$ cat config.mk
export PLATFORM = sky130hd
export DESIGN_NAME = keygen_top
export DESIGN_NICKNAME = d
export VERILOG_FILES = /design/src/rtl/keygen_pkg.sv /design/src/rtl/keygen_req_arb.sv /design/src/rtl/keygen_seg_timer.sv /design/src/rtl/keygen_seq.sv /design/src/rtl/keygen_top.sv
export SDC_FILE = /design/constraint.sdc
export NUM_CORES = 1
export LEC_CHECK = 0
export ABC_AREA = 0
export BUFFER_PORTS_ARGS = -buffer_cell sky130_fd_sc_hd__buf_4
export CORE_MARGIN = 4
export CORE_UTILIZATION = 59
export CTS_CLUSTER_DIAMETER = 120
export DETAILED_ROUTE_END_ITERATION = 8
export GPL_TIMING_DRIVEN = 0
export PLACE_DENSITY_LB_ADDON = 0.05
export SYNTH_ARGS = -nofsm -noshare
export SYNTH_HDL_FRONTEND = slang
export SYNTH_SLANG_ARGS = --single-unit
$ cat constraint.sdc
create_clock -name clk_i -period 2.9 [get_ports clk_i]
set_input_delay 0.58 -clock clk_i [delete_from_list [all_inputs] [get_ports clk_i]]
set_output_delay 0.58 -clock clk_i [all_outputs]
set_load 0.02 [all_outputs]
$ cat src/rtl/keygen_pkg.sv
package keygen_pkg;
  typedef enum logic [2:0] {
    ST_IDLE = 3'd0,
    ST_K1A  = 3'd1,
    ST_K2   = 3'd2,
    ST_K1B  = 3'd3,
    ST_K3   = 3'd4,
    ST_BYP  = 3'd5
  } seg_e;
endpackage

$ cat src/rtl/keygen_req_arb.sv
module keygen_req_arb (
  input  logic clk_i,
  input  logic rst_ni,
  input  logic ins_req_i,
  input  logic byp_req_i,
  input  logic idle_i,
  output logic start_o,
  output logic start_byp_o
);
  logic ins_pend_q, byp_pend_q;
  logic ins_any, byp_any;

  assign ins_any     = ins_pend_q | ins_req_i;
  assign byp_any     = byp_pend_q | byp_req_i;
  assign start_o     = idle_i & (ins_any | byp_any);
  assign start_byp_o = byp_any;

  always_ff @(posedge clk_i or negedge rst_ni) begin
    if (!rst_ni) begin
      ins_pend_q <= 1'b0;
      byp_pend_q <= 1'b0;
    end else begin
      // bypass wins a shared grant; the loser stays pending
      byp_pend_q <= byp_any & ~idle_i;
      ins_pend_q <= ins_any & ~(idle_i & ~byp_any);
    end
  end
endmodule

$ cat src/rtl/keygen_seg_timer.sv
module keygen_seg_timer #(
  parameter int CNT_W = 8
) (
  input  logic             clk_i,
  input  logic             rst_ni,
  input  logic             active_i,
  input  logic             tick_i,
  input  logic [CNT_W-1:0] len_i,
  output logic             seg_end_o
);
  logic [CNT_W-1:0] cnt_q;

  assign seg_end_o = active_i & tick_i & (cnt_q == len_i - CNT_W'(1));

  always_ff @(posedge clk_i or negedge rst_ni) begin
    if (!rst_ni)                      cnt_q <= '0;
    else if (!active_i || seg_end_o)  cnt_q <= '0;
    else if (tick_i)                  cnt_q <= cnt_q + CNT_W'(1);
  end
endmodule

$ cat src/rtl/keygen_seq.sv
module keygen_seq
  import keygen_pkg::*;
#(
  parameter int CNT_W     = 8,
  parameter int K1_TICKS  = 28,
  parameter int K2_TICKS  = 56,
  parameter int K3_TICKS  = 53,
  parameter int BYP_TICKS = 159
) (
  input  logic             clk_i,
  input  logic             rst_ni,
  input  logic             start_i,
  input  logic             start_byp_i,
  input  logic             seg_end_i,
  output logic             active_o,
  output logic             lit_o,
  output logic [CNT_W-1:0] len_o,
  output logic             done_o
);
  seg_e state_q, state_d;
  logic done_q, last_seg;

  always_comb begin
    state_d = state_q;
    unique case (state_q)
      ST_IDLE: if (start_i) state_d = start_byp_i ? ST_BYP : ST_K1A;
      ST_K1A:  if (seg_end_i) state_d = ST_K2;
      ST_K2:   if (seg_end_i) state_d = ST_K1B;
      ST_K1B:  if (seg_end_i) state_d = ST_K3;
      ST_K3:   if (seg_end_i) state_d = ST_IDLE;
      ST_BYP:  if (seg_end_i) state_d = ST_IDLE;
      default: state_d = ST_IDLE;
    endcase
  end

  always_comb begin
    unique case (state_q)
      ST_K2:   len_o = CNT_W'(K2_TICKS);
      ST_K3:   len_o = CNT_W'(K3_TICKS);
      ST_BYP:  len_o = CNT_W'(BYP_TICKS);
      default: len_o = CNT_W'(K1_TICKS);
    endcase
  end

  assign last_seg = (state_q == ST_K3) || (state_q == ST_BYP);
  assign active_o = (state_q != ST_IDLE);
  assign lit_o    = (state_q == ST_K2) || (state_q == ST_BYP);
  assign done_o   = done_q;

  always_ff @(posedge clk_i or negedge rst_ni) begin
    if (!rst_ni) begin
      state_q <= ST_IDLE;
      done_q  <= 1'b0;
    end else begin
      state_q <= state_d;
      done_q  <= seg_end_i & last_seg;
    end
  end
endmodule

$ cat src/rtl/keygen_top.sv
module keygen_top #(
  parameter int K1_TICKS  = 28,
  parameter int K2_TICKS  = 56,
  parameter int K3_TICKS  = 53,
  parameter int BYP_TICKS = 159
) (
  input  logic clk_i,
  input  logic rst_ni,
  input  logic tick_i,
  input  logic ins_req_i,
  input  logic byp_req_i,
  input  logic data_led_i,
  output logic led_en_o,
  output logic busy_o,
  output logic done_o
);
  localparam int MAX_A    = (K1_TICKS > K2_TICKS) ? K1_TICKS : K2_TICKS;
  localparam int MAX_B    = (K3_TICKS > BYP_TICKS) ? K3_TICKS : BYP_TICKS;
  localparam int MAX_LEN  = (MAX_A > MAX_B) ? MAX_A : MAX_B;
  localparam int CNT_W    = $clog2(MAX_LEN + 1);

  logic start, start_byp, seg_end, active, lit;
  logic [CNT_W-1:0] len;

  keygen_req_arb u_arb (
    .clk_i       (clk_i),
    .rst_ni      (rst_ni),
    .ins_req_i   (ins_req_i),
    .byp_req_i   (byp_req_i),
    .idle_i      (~active),
    .start_o     (start),
    .start_byp_o (start_byp)
  );

  keygen_seq #(
    .CNT_W     (CNT_W),
    .K1_TICKS  (K1_TICKS),
    .K2_TICKS  (K2_TICKS),
    .K3_TICKS  (K3_TICKS),
    .BYP_TICKS (BYP_TICKS)
  ) u_seq (
    .clk_i       (clk_i),
    .rst_ni      (rst_ni),
    .start_i     (start),
    .start_byp_i (start_byp),
    .seg_end_i   (seg_end),
    .active_o    (active),
    .lit_o       (lit),
    .len_o       (len),
    .done_o      (done_o)
  );

  keygen_seg_timer #(.CNT_W(CNT_W)) u_tmr (
    .clk_i     (clk_i),
    .rst_ni    (rst_ni),
    .active_i  (active),
    .tick_i    (tick_i),
    .len_i     (len),
    .seg_end_o (seg_end)
  );

  assign busy_o   = active;
  assign led_en_o = active ? lit : data_led_i;
endmodule

== Yosys cells after proc, flatten, opt, wreduce, memory -nomap -nowiden ==
Cells that the tools add are included.

* Register bits after elaboration: 14
* Latch bits: 0
* Bits in writable memories: 0
* Memory bits (read-only): 0
* Bits of input ports: 6
* Output and inout port bits: 3
* Logic and storage cells: 51
* Memories: 0

* $add $sub $neg: 2
* $mul: 0
* Div/mod/pow operators: 0
* Order comparisons: 0
* Equal/unequal tests: 11
* Shifts and indexed selects: 0
* Mux-type cells: 11
* Bitwise gates (word level): 13
* Reductions and logical operators: 9

{| class="wikitable"
|+ Operator list
! operator !! number
|-
| case mux 8 bit (3 select lines) || 1
|-
| two-way mux 3 bit || 6
|-
| two-way mux 8 bit || 2
|-
| case mux 3 bit (5 select lines) || 1
|-
| adder 8 x 1 -> 8 bit, second input constant || 1
|-
| equality test 8 bit || 1
|-
| inequality test 2 x 1 -> 1 bit, second input constant || 4
|-
| subtractor 8 x 1 -> 8 bit, second input constant || 1
|-
| bitwise AND 1 bit || 7
|-
| equality test 3 x 2 -> 1 bit, second input constant || 2
|-
| equality test 3 bit, second input constant || 2
|-
| AND reduction 5 bit || 1
|-
| equality test 3 x 1 -> 1 bit, second input constant || 1
|-
| zero test 3 bit || 1
|-
| logical OR 1 bit || 3
|-
| NOT 1 bit || 3
|-
| bitwise OR 1 bit || 3
|-
| nonzero test 3 bit || 1
|-
| inequality test 2 bit, second input constant || 1
|-
| nonzero test 2 bit || 1
|-
| OR reduction 2 bit || 1
|-
| zero test 1 bit || 1
|-
| two-way mux 1 bit || 1
|}

== Depth between registers and ports, before layout ==
Gate-level depths: netlist (run 1).

* Word-level depth: 7
* Mapped depth: 8

== Hierarchy ==
Synthesis (run 1) repeated with hierarchy kept, for this count alone.

* Cells, all modules: 113
* Area total of the unflattened synthesis: 1101.1 um2

{| class="wikitable"
|+ By module, submodules not included
! module !! instances !! cells each !! area each (um2)
|-
| keygen_seg_timer || 1 || 71 || 676.9
|-
| keygen_seq || 1 || 32 || 325.3
|-
| keygen_req_arb || 1 || 8 || 80.1
|-
| keygen_top || 1 || 2 || 18.8
|}

== Least setup slack after synthesis (run 1) ==
Ideal clock, no wire load.

* Kind: flip-flop to flip-flop
* Start: register u_seq.state_q[1]
* End: register u_seq.state_q[1]
* Arrival time: 1.771 ns
* Data required time: 2.817 ns
* Path slack: 1.047 ns
* Cell stages (with the launch flop): 8
* Buffers on the path: 1
* Clock period less this slack: 1.853 ns
* Cells stage by stage: dfrtp_1 buf_2 nor2b_1 o21ai_0 a221oi_2 nand3_2 or4_1 o21ai_0

* Cells in the longest elaborated chain, start to end: 7
* Elaborated cells on any way between the ends: 22

{| class="wikitable"
|+ Ends and longest elaborated chain
! item !! line !! source
|-
| from (decl) || keygen_seq.sv:20 || <nowiki>seg_e state_q, state_d;</nowiki>
|-
| from (signal assigned) || keygen_seq.sv:55 || <nowiki>state_q <= state_d;</nowiki>
|-
| equality test 3 bit or equality test 3 x 2 -> 1 bit (tied branches) || keygen_seq.sv:25, keygen_seq.sv:37 ||
|-
| case mux 8 bit (3 select lines) || keygen_seq.sv:37 || <nowiki>unique case (state_q)</nowiki>
|-
| subtractor 8 x 1 -> 8 bit || keygen_seg_timer.sv:13 || <nowiki>assign seg_end_o = active_i & tick_i & (cnt_q == len_i - CNT_W'(1));</nowiki>
|-
| equality test 8 bit || keygen_seg_timer.sv:13 ||
|-
| bitwise AND 1 bit || keygen_seg_timer.sv:13 ||
|-
| inequality test 2 x 1 -> 1 bit (no source line) || -- ||
|-
| AND reduction 5 bit (no source line) || -- ||
|}

Several ways; a longest one is shown, not always the timed one.
A chain may end at the register's enable or synchronous reset.

== Worst setup path after layout (run 1) ==
* Start: register u_seq.state_q[1]
* End: output busy_o

* Cells in the longest elaborated chain, start to end: 1

{| class="wikitable"
|+ Ends and longest elaborated chain
! item !! line !! source
|-
| nonzero test 3 bit || keygen_seq.sv:46 || <nowiki>assign active_o = (state_q != ST_IDLE);</nowiki>
|-
| to (decl) || keygen_top.sv:14 || <nowiki>output logic busy_o,</nowiki>
|}

Every way passes these cells.

==> results.toml, run 1 <==
[hold_path]
hold_class = "in2async"

[timing]
finalSetupViolations = 0
rsz0062_at_grt = "no"
worst_hold_slack_ns = 0.137
finClkSkew_ns = 0.00345
hold_viol = 0
drv_slew = 0
tightest_slew_ns = 0.496
slew_headroom_pct = 66.7
period_share_pct = 76.4
fin_setup_tns_ns = 0
max_freq_mhz = 451
fin_crit_ns = 2.22

[cells_and_area]
fin_util_pct = 74.8
area_growth_pct = 12.9
final_area_um2 = 876
fillers = 85
layout_common_cells = "nor2_1, dfrtp_1, buf_4"
final_common_cell = "nor2_1"
n_antenna_cell = 0
final_cells = 108
drive_gt1_share_pct = 16.0
layout.nets = 103

[clock_tree]
ctsResizeCount = 0
hold_buffers = 0
numCtsBuffers = 3
cts.sinks = 14
cts_tree = "done"
post_cts_buffers = 0
clock_latency_ns = 0.28
clock_path_buffers = 2
clockRootBuffer = "clkbuf_4"
htree_num_levels = 1
clkTransAtPathRegs_ns = 0.08

[synthesis]
synth_top_cell_area_share_pct = 45.2
synth_area_um2 = 776
yosysUniqueCellTypes = 29
synth_simple_gate_area_share_pct = 27.4
synth-xor-area-share_pct = 7.90
synth.area.mux_share_pct = 1.29
synth-compound-area-share_pct = 14.4
avgSynthCellArea_um2 = 9.35
synth_seq_cells = 14
synth_cells = 83
synth_area_leaders = "dfrtp_1, nor2_1, xor2_1"
synth_top_family_by_area = "simple AND/OR/NAND/NOR gates"
synth_fa_ha_area_share_pct = 1.61
synthesis.nets = 90
synth_top_area_cell = "dfrtp_1"
ys_seq_area_share_pct = 45.2
yosys_warnings = 0

[power_and_ir_drop]
p_leak_nw = 0.390
netSwitchingFraction_pct = 41.8
peakVddDrop_mv = 0.504
power.internal_w = 0.000423
p_comb_share_pct = 39.1
power_density_nw_per_um2 = 830
p_seq_share_pct = 46.1
pwr-share-clk_pct = 14.8
p_sw_w = 0.000304

[drt]
wl_met3_um = 89
wl_met2_um = 718
vias_per_cell = 5.97
wl_met1_um = 725
num_vias = 645
wire_per_inst_um = 14.3
top_layer = "met4"
dr.first_iter.drc_count = 29
routed_wl_mm = 1.55
ant_nets = 0
dr.pass1.iters = 4
drcViolationCount = 0

[placement]
portBuffers = 8
dp_cells = 105
place_congestion = 0.789
dp_hpwl_mm = 1.09
post_dp_cell_area_um2 = 853

[critical_path]
endpoint_kind = "primary output"
cp_slowest_cell = "nor3_1"
worstPathMaxFanout = 10
cp-start-kind = "flop"
worstPathArrival_ns = 1.64
critPathMaxStageDelay_ns = 0.45
critical_path_required_ns = 2.32
worstSetupPathType = "reg2out"
path_cells = "buf_2 -> nor3_1 -> inv_1 -> buf_4"

[floorplan]
io_pins = 9
die_h_um = 44.3
core_um2 = 1170
die_x_um = 44.3
start_util_pct = 66.2
fp-row-count = 12
die_area_um2 = 1960

[global_route]
antenna_found_initial = 0
grt_max_degree = 15
track_usage_pct = 18.6
overflow = 0
grt_pass1_vias = 621
grt_pass1_wl_mm = 2.72

[run]
drv_cap = 0

[run_status]
status = "finished clean"
==> flip-flops by register name, summed over array words and instances, names as in the netlist <==
register and flops:
u_tmr.cnt_q 8, u_seq.state_q 3, u_arb.byp_pend_q 1, u_arb.ins_pend_q 1, u_seq.done_o 1
==> stage by stage <==
step / power, W / setup WS [ns]
final: 0.000727 / 0.684
after global routing: 0.000782 / 0.562
after CTS: 0.000724 / 0.661
after detailed placement: 0.000617 / 0.837
after global placement: 0.000609 / 0.857
after floorplan: 0.000532 / 1.05
==> cell usage after synthesis <==
master	n
nor2_1	15
dfrtp_1	14
o21ai_0	6
nand2_1	5
xor2_1	5
a21oi_1	4
nor3_1	3
a2111o_1	2
and4_1	2
buf_2	2
inv_1	2
nand2b_1	2
nand3_1	2
nand4_1	2
nand4b_1	2
xnor2_1	2
a211o_1	1
a21boi_0	1
a221oi_2	1
and3_1	1
and3b_1	1
ha_1	1
mux2i_1	1
nand3_2	1
nand3b_1	1
nor2b_1	1
nor4_1	1
o31ai_1	1
or4_1	1
==> cell families after synthesis <==
group,Yosys count
flops,14
xor+xnor,7
mux,1
compound gates,16
fa+ha+maj,1
buf+inv,4
simple gates,40
==> power groups by stage <==
stage                     Clock (W)  Sequential, W  Combinational (W)
after floorplan                   0       0.000314           0.000218
after global placement            0       0.000335           0.000274
after detailed placement          0       0.000334           0.000282
after CTS                  0.000110       0.000331           0.000284
after global routing       0.000120       0.000345           0.000318
final                      0.000108       0.000335           0.000284
==> path summary, 6_finish.rpt <==
check	startpoint	endpoint	slack [ns]	cells past startpoint
worst min register to register	u_arb.ins_pend_q	u_arb.ins_pend_q	0.52	2
worst max-delay path	u_seq.state_q[1]	busy_o	0.68	4
worst max register to register	u_seq.state_q[1]	u_seq.state_q[1]	0.76	7
worst min-delay path	rst_ni	u_seq.state_q[2]	0.14	1
min in group clk_i	u_arb.ins_pend_q	u_arb.ins_pend_q	0.52	2
max in group asynchronous	rst_ni	u_tmr.cnt_q[1]	2.59	1
==> critical path: cells and delay by family, from the launching register on <==
kind          cells  cell delay [ns]
buf+inv           3             0.51
flops             1             0.39
simple gates      1             0.45
==> layout make-up <==
type | instances | area, µm² | share of cell area (%)
Sequential cell | 14 | 350 | 40.0
Tap cell | 14 | 17.5 | 2.00
Clock buffer | 3 | 22.5 | 2.57
Buffer | 2 | 10.0 | 1.14
Timing Repair Buffer | 8 | 60.1 | 6.86
Multi-Input combinational cell | 65 | 408 | 46.6
Inverter | 2 | 7.51 | 0.857
==> layer usage <==
layer | vias to the layer above | track usage (%)
met3 | 2 | 5.69
met1 | 295 | 23.9
met4 | 0 | 9.04
met2 | 23 | 28.5
li1 | 325 | -
met5 | - | 0
(Power assumes the default switching activity.)
==> run 2, diff against run 1 <==
--- a/config.mk
+++ b/config.mk
@@ -5,10 +5,10 @@
 export SDC_FILE = /design/constraint.sdc
 export NUM_CORES = 1
 export LEC_CHECK = 0
-export ABC_AREA = 0
+export ABC_AREA = 1
 export BUFFER_PORTS_ARGS = -buffer_cell sky130_fd_sc_hd__buf_4
 export CORE_MARGIN = 4
-export CORE_UTILIZATION = 59
+export CORE_UTILIZATION = 56
 export CTS_CLUSTER_DIAMETER = 120
 export DETAILED_ROUTE_END_ITERATION = 8
 export GPL_TIMING_DRIVEN = 0
==> constraint.sdc (replaced) <==
create_clock -name clk_i -period 2.13 [get_ports clk_i]
set_input_delay 0.426 -clock clk_i [delete_from_list [all_inputs] [get_ports clk_i]]
set_output_delay 0.426 -clock clk_i [all_outputs]
set_load 0.02 [all_outputs]
==> run 2 against run 1 <==
Effect of this change:
- global-route usage down 2.2 points
- sequential cell count unchanged
- final area up 16%
- first-iteration DRC count down 41%
- core utilization down 8.2 points
- setup slack worse by 0.24 ns
- largest cell class unchanged
- highest routed layer unchanged
==> results.toml, run 2 <==
[synthesis]
synthesis.nets = 122
synth_top_cell_area_share_pct = 38.5
synth_area_leaders = "dfrtp_1, nand2_1, nand3_1"
synth_seq_cells = 14
ys_seq_area_share_pct = 38.5
synth_simple_gate_area_share_pct = 40.6
synth_fa_ha_area_share_pct = 1.38
synth_area_um2 = 910
synth-xor-area-share_pct = 5.78
synth_common_cells = "nand2_1, dfrtp_1, inv_1, nand3_1, nor2_1"
yosys_warnings = 0
synth-compound-area-share_pct = 7.43
yosysUniqueCellTypes = 24
synth.area.mux_share_pct = 0
async_flop_share_pct = 100
synth_edf_count = 0
avgSynthCellArea_um2 = 7.91
synth.most_common_cell = "nand2_1"
synth_top_area_cell = "dfrtp_1"
synthFlopType = "dfrtp_1"
synth_top_family_by_area = "simple AND/OR/NAND/NOR gates"
synth_cells = 115

[floorplan]
die_x_um = 48.3
die_area_um2 = 2330
fp-row-count = 14
start_util_pct = 59.7
die_h_um = 48.3
core_um2 = 1520
io_pins = 9

[critical_path]
worstSetupPathType = "reg2out"
worstPathMaxFanout = 7
endpoint_kind = "primary output"
worstPathArrival_ns = 1.26
rrSetupSlack_ns = 0.59
critical_path_required_ns = 1.70
cp-start-kind = "flop"

[clock_tree]
cts.sinks = 14
post_cts_buffers = 0
clock_latency_ns = 0.27
htree_num_levels = 1
clockRootBuffer = "clkbuf_4"
numCtsBuffers = 3
clkTransAtPathRegs_ns = 0.08
cts_tree = "done"
clock_path_buffers = 2

[timing]
drv_slew = 0
rsz0062_at_grt = "no"
finalSetupViolations = 0
fin_crit_ns = 1.69
tightest_slew_ns = 0.330
max_freq_mhz = 593
slew_headroom_pct = 77.9
period_share_pct = 79.1
fin_setup_tns_ns = 0
hold_viol = 0
finClkSkew_ns = 0.00438

[global_route]
grt_pass1_vias = 725
grt_max_degree = 15
overflow = 0
antenna_found_initial = 0
grt_pass1_wl_mm = 3.10
track_usage_pct = 16.5

[cells_and_area]
layout_common_cells = "nand2_1, dfrtp_1, inv_1"
fin_util_pct = 66.6
area_growth_pct = 11.6
n_antenna_cell = 0
largest-register = "u_tmr.cnt_q"
largest_reg_flops = 8
layout.nets = 135
final_common_cell = "nand2_1"
fillers = 139
largestRegisters = "u_tmr.cnt_q: 8 flops, u_seq.state_q: 3 flops"
drive_gt1_share_pct = 27.8

[drt]
vias_per_cell = 5.14
dr.first_iter.drc_count = 17
ant_nets = 0
routed_wl_mm = 1.69
drcViolationCount = 0
wire_per_inst_um = 11.9
dr.pass1.iters = 4
num_vias = 730

[placement]
portBuffers = 7
place_congestion = 0.768
dp_hpwl_mm = 1.23

[power_and_ir_drop]
p_leak_nw = 0.504
peakVddDrop_mv = 0.681
power_density_nw_per_um2 = 1170

[run_status]
status = "finished clean"

[run]
drv_cap = 0

[hold_path]
hold_class = "in2reg"
==> run 2: final timing paths <==
path                                         end  cells past startpoint        startpoint
worst max register to register    u_tmr.cnt_q[7]                     10  u_seq.state_q[1]
worst min register to register  u_arb.byp_pend_q                      2  u_arb.byp_pend_q
worst max-delay path                    led_en_o                      4  u_seq.state_q[2]
min in group asynchronous           u_seq.done_o                      2            rst_ni
worst min-delay path            u_arb.byp_pend_q                      3         byp_req_i
max in group asynchronous       u_arb.ins_pend_q                      2            rst_ni
==> run 2: area by class of cell <==
cell class | instances | area (µm²) | share of cell area [%]
well taps | 16 | 20.0 | 1.97
repair buffers | 8 | 62.6 | 6.17
multi-input cells | 86 | 502 | 49.4
clock buffers | 3 | 22.5 | 2.22
flip-flops and latches | 14 | 350 | 34.5
plain buffers | 1 | 5.00 | 0.493
inverters | 14 | 52.6 | 5.18
==> run 2: metrics by stage <==
stage | hold slack (ns) | power [W] | instance area (µm²) | std cells | worst slack, ns
global route | 0.468 | 0.00129 | 1010 | 142 | 0.375
global placement | 0.284 | 0.00102 | 982 | 138 | 0.611
detailed placement | 0.287 | 0.00104 | 982 | 138 | 0.604
CTS | 0.431 | 0.00120 | 1010 | 142 | 0.437
finish | 0.428 | 0.00118 | 1010 | 142 | 0.445
floorplan | 0.130 | 0.000903 | 910 | 115 | 0.742
==> run 2: cells by family after synthesis <==
group,count (synthesis)
AND/OR/NAND/NOR,70
adder cells (fa/ha/maj),1
AO/OA/AOI/OAI,9
flip-flops,14
XOR/XNOR,6
buffers and inverters,15
==> run 2: worst max-delay path, stage by stage (launching register included) <==
cell and delay [ns]:
dfrtp_1 0.49, nor2_4 0.19, o21ai_0 0.11, nand2_1 0.07
buf_4 0.14
==> run 2: what timing repair did <==
item / CTS / global route
endpoints found under the hold margin: 14 / 0
hold buffers: 1 / 0
gates resized for setup: 0 / 0
==> run 2: power breakdown <==
| part | switching (W) | internal, W |
|---|---|---|
| Combinational | 0.000382 | 0.000229 |
| Sequential | 0.0000960 | 0.000332 |
| Clock | 0.0000804 | 0.0000654 |
| Total | 0.000558 | 0.000626 |
==> run 2: metal layers <==
layer	GRT usage, %	vias up	routed length, µm
li1	-	390	-
met5	0	-	0
met1	22.6	328	817
met2	25.4	10	808
met3	2.76	2	50
met4	6.91	0	14
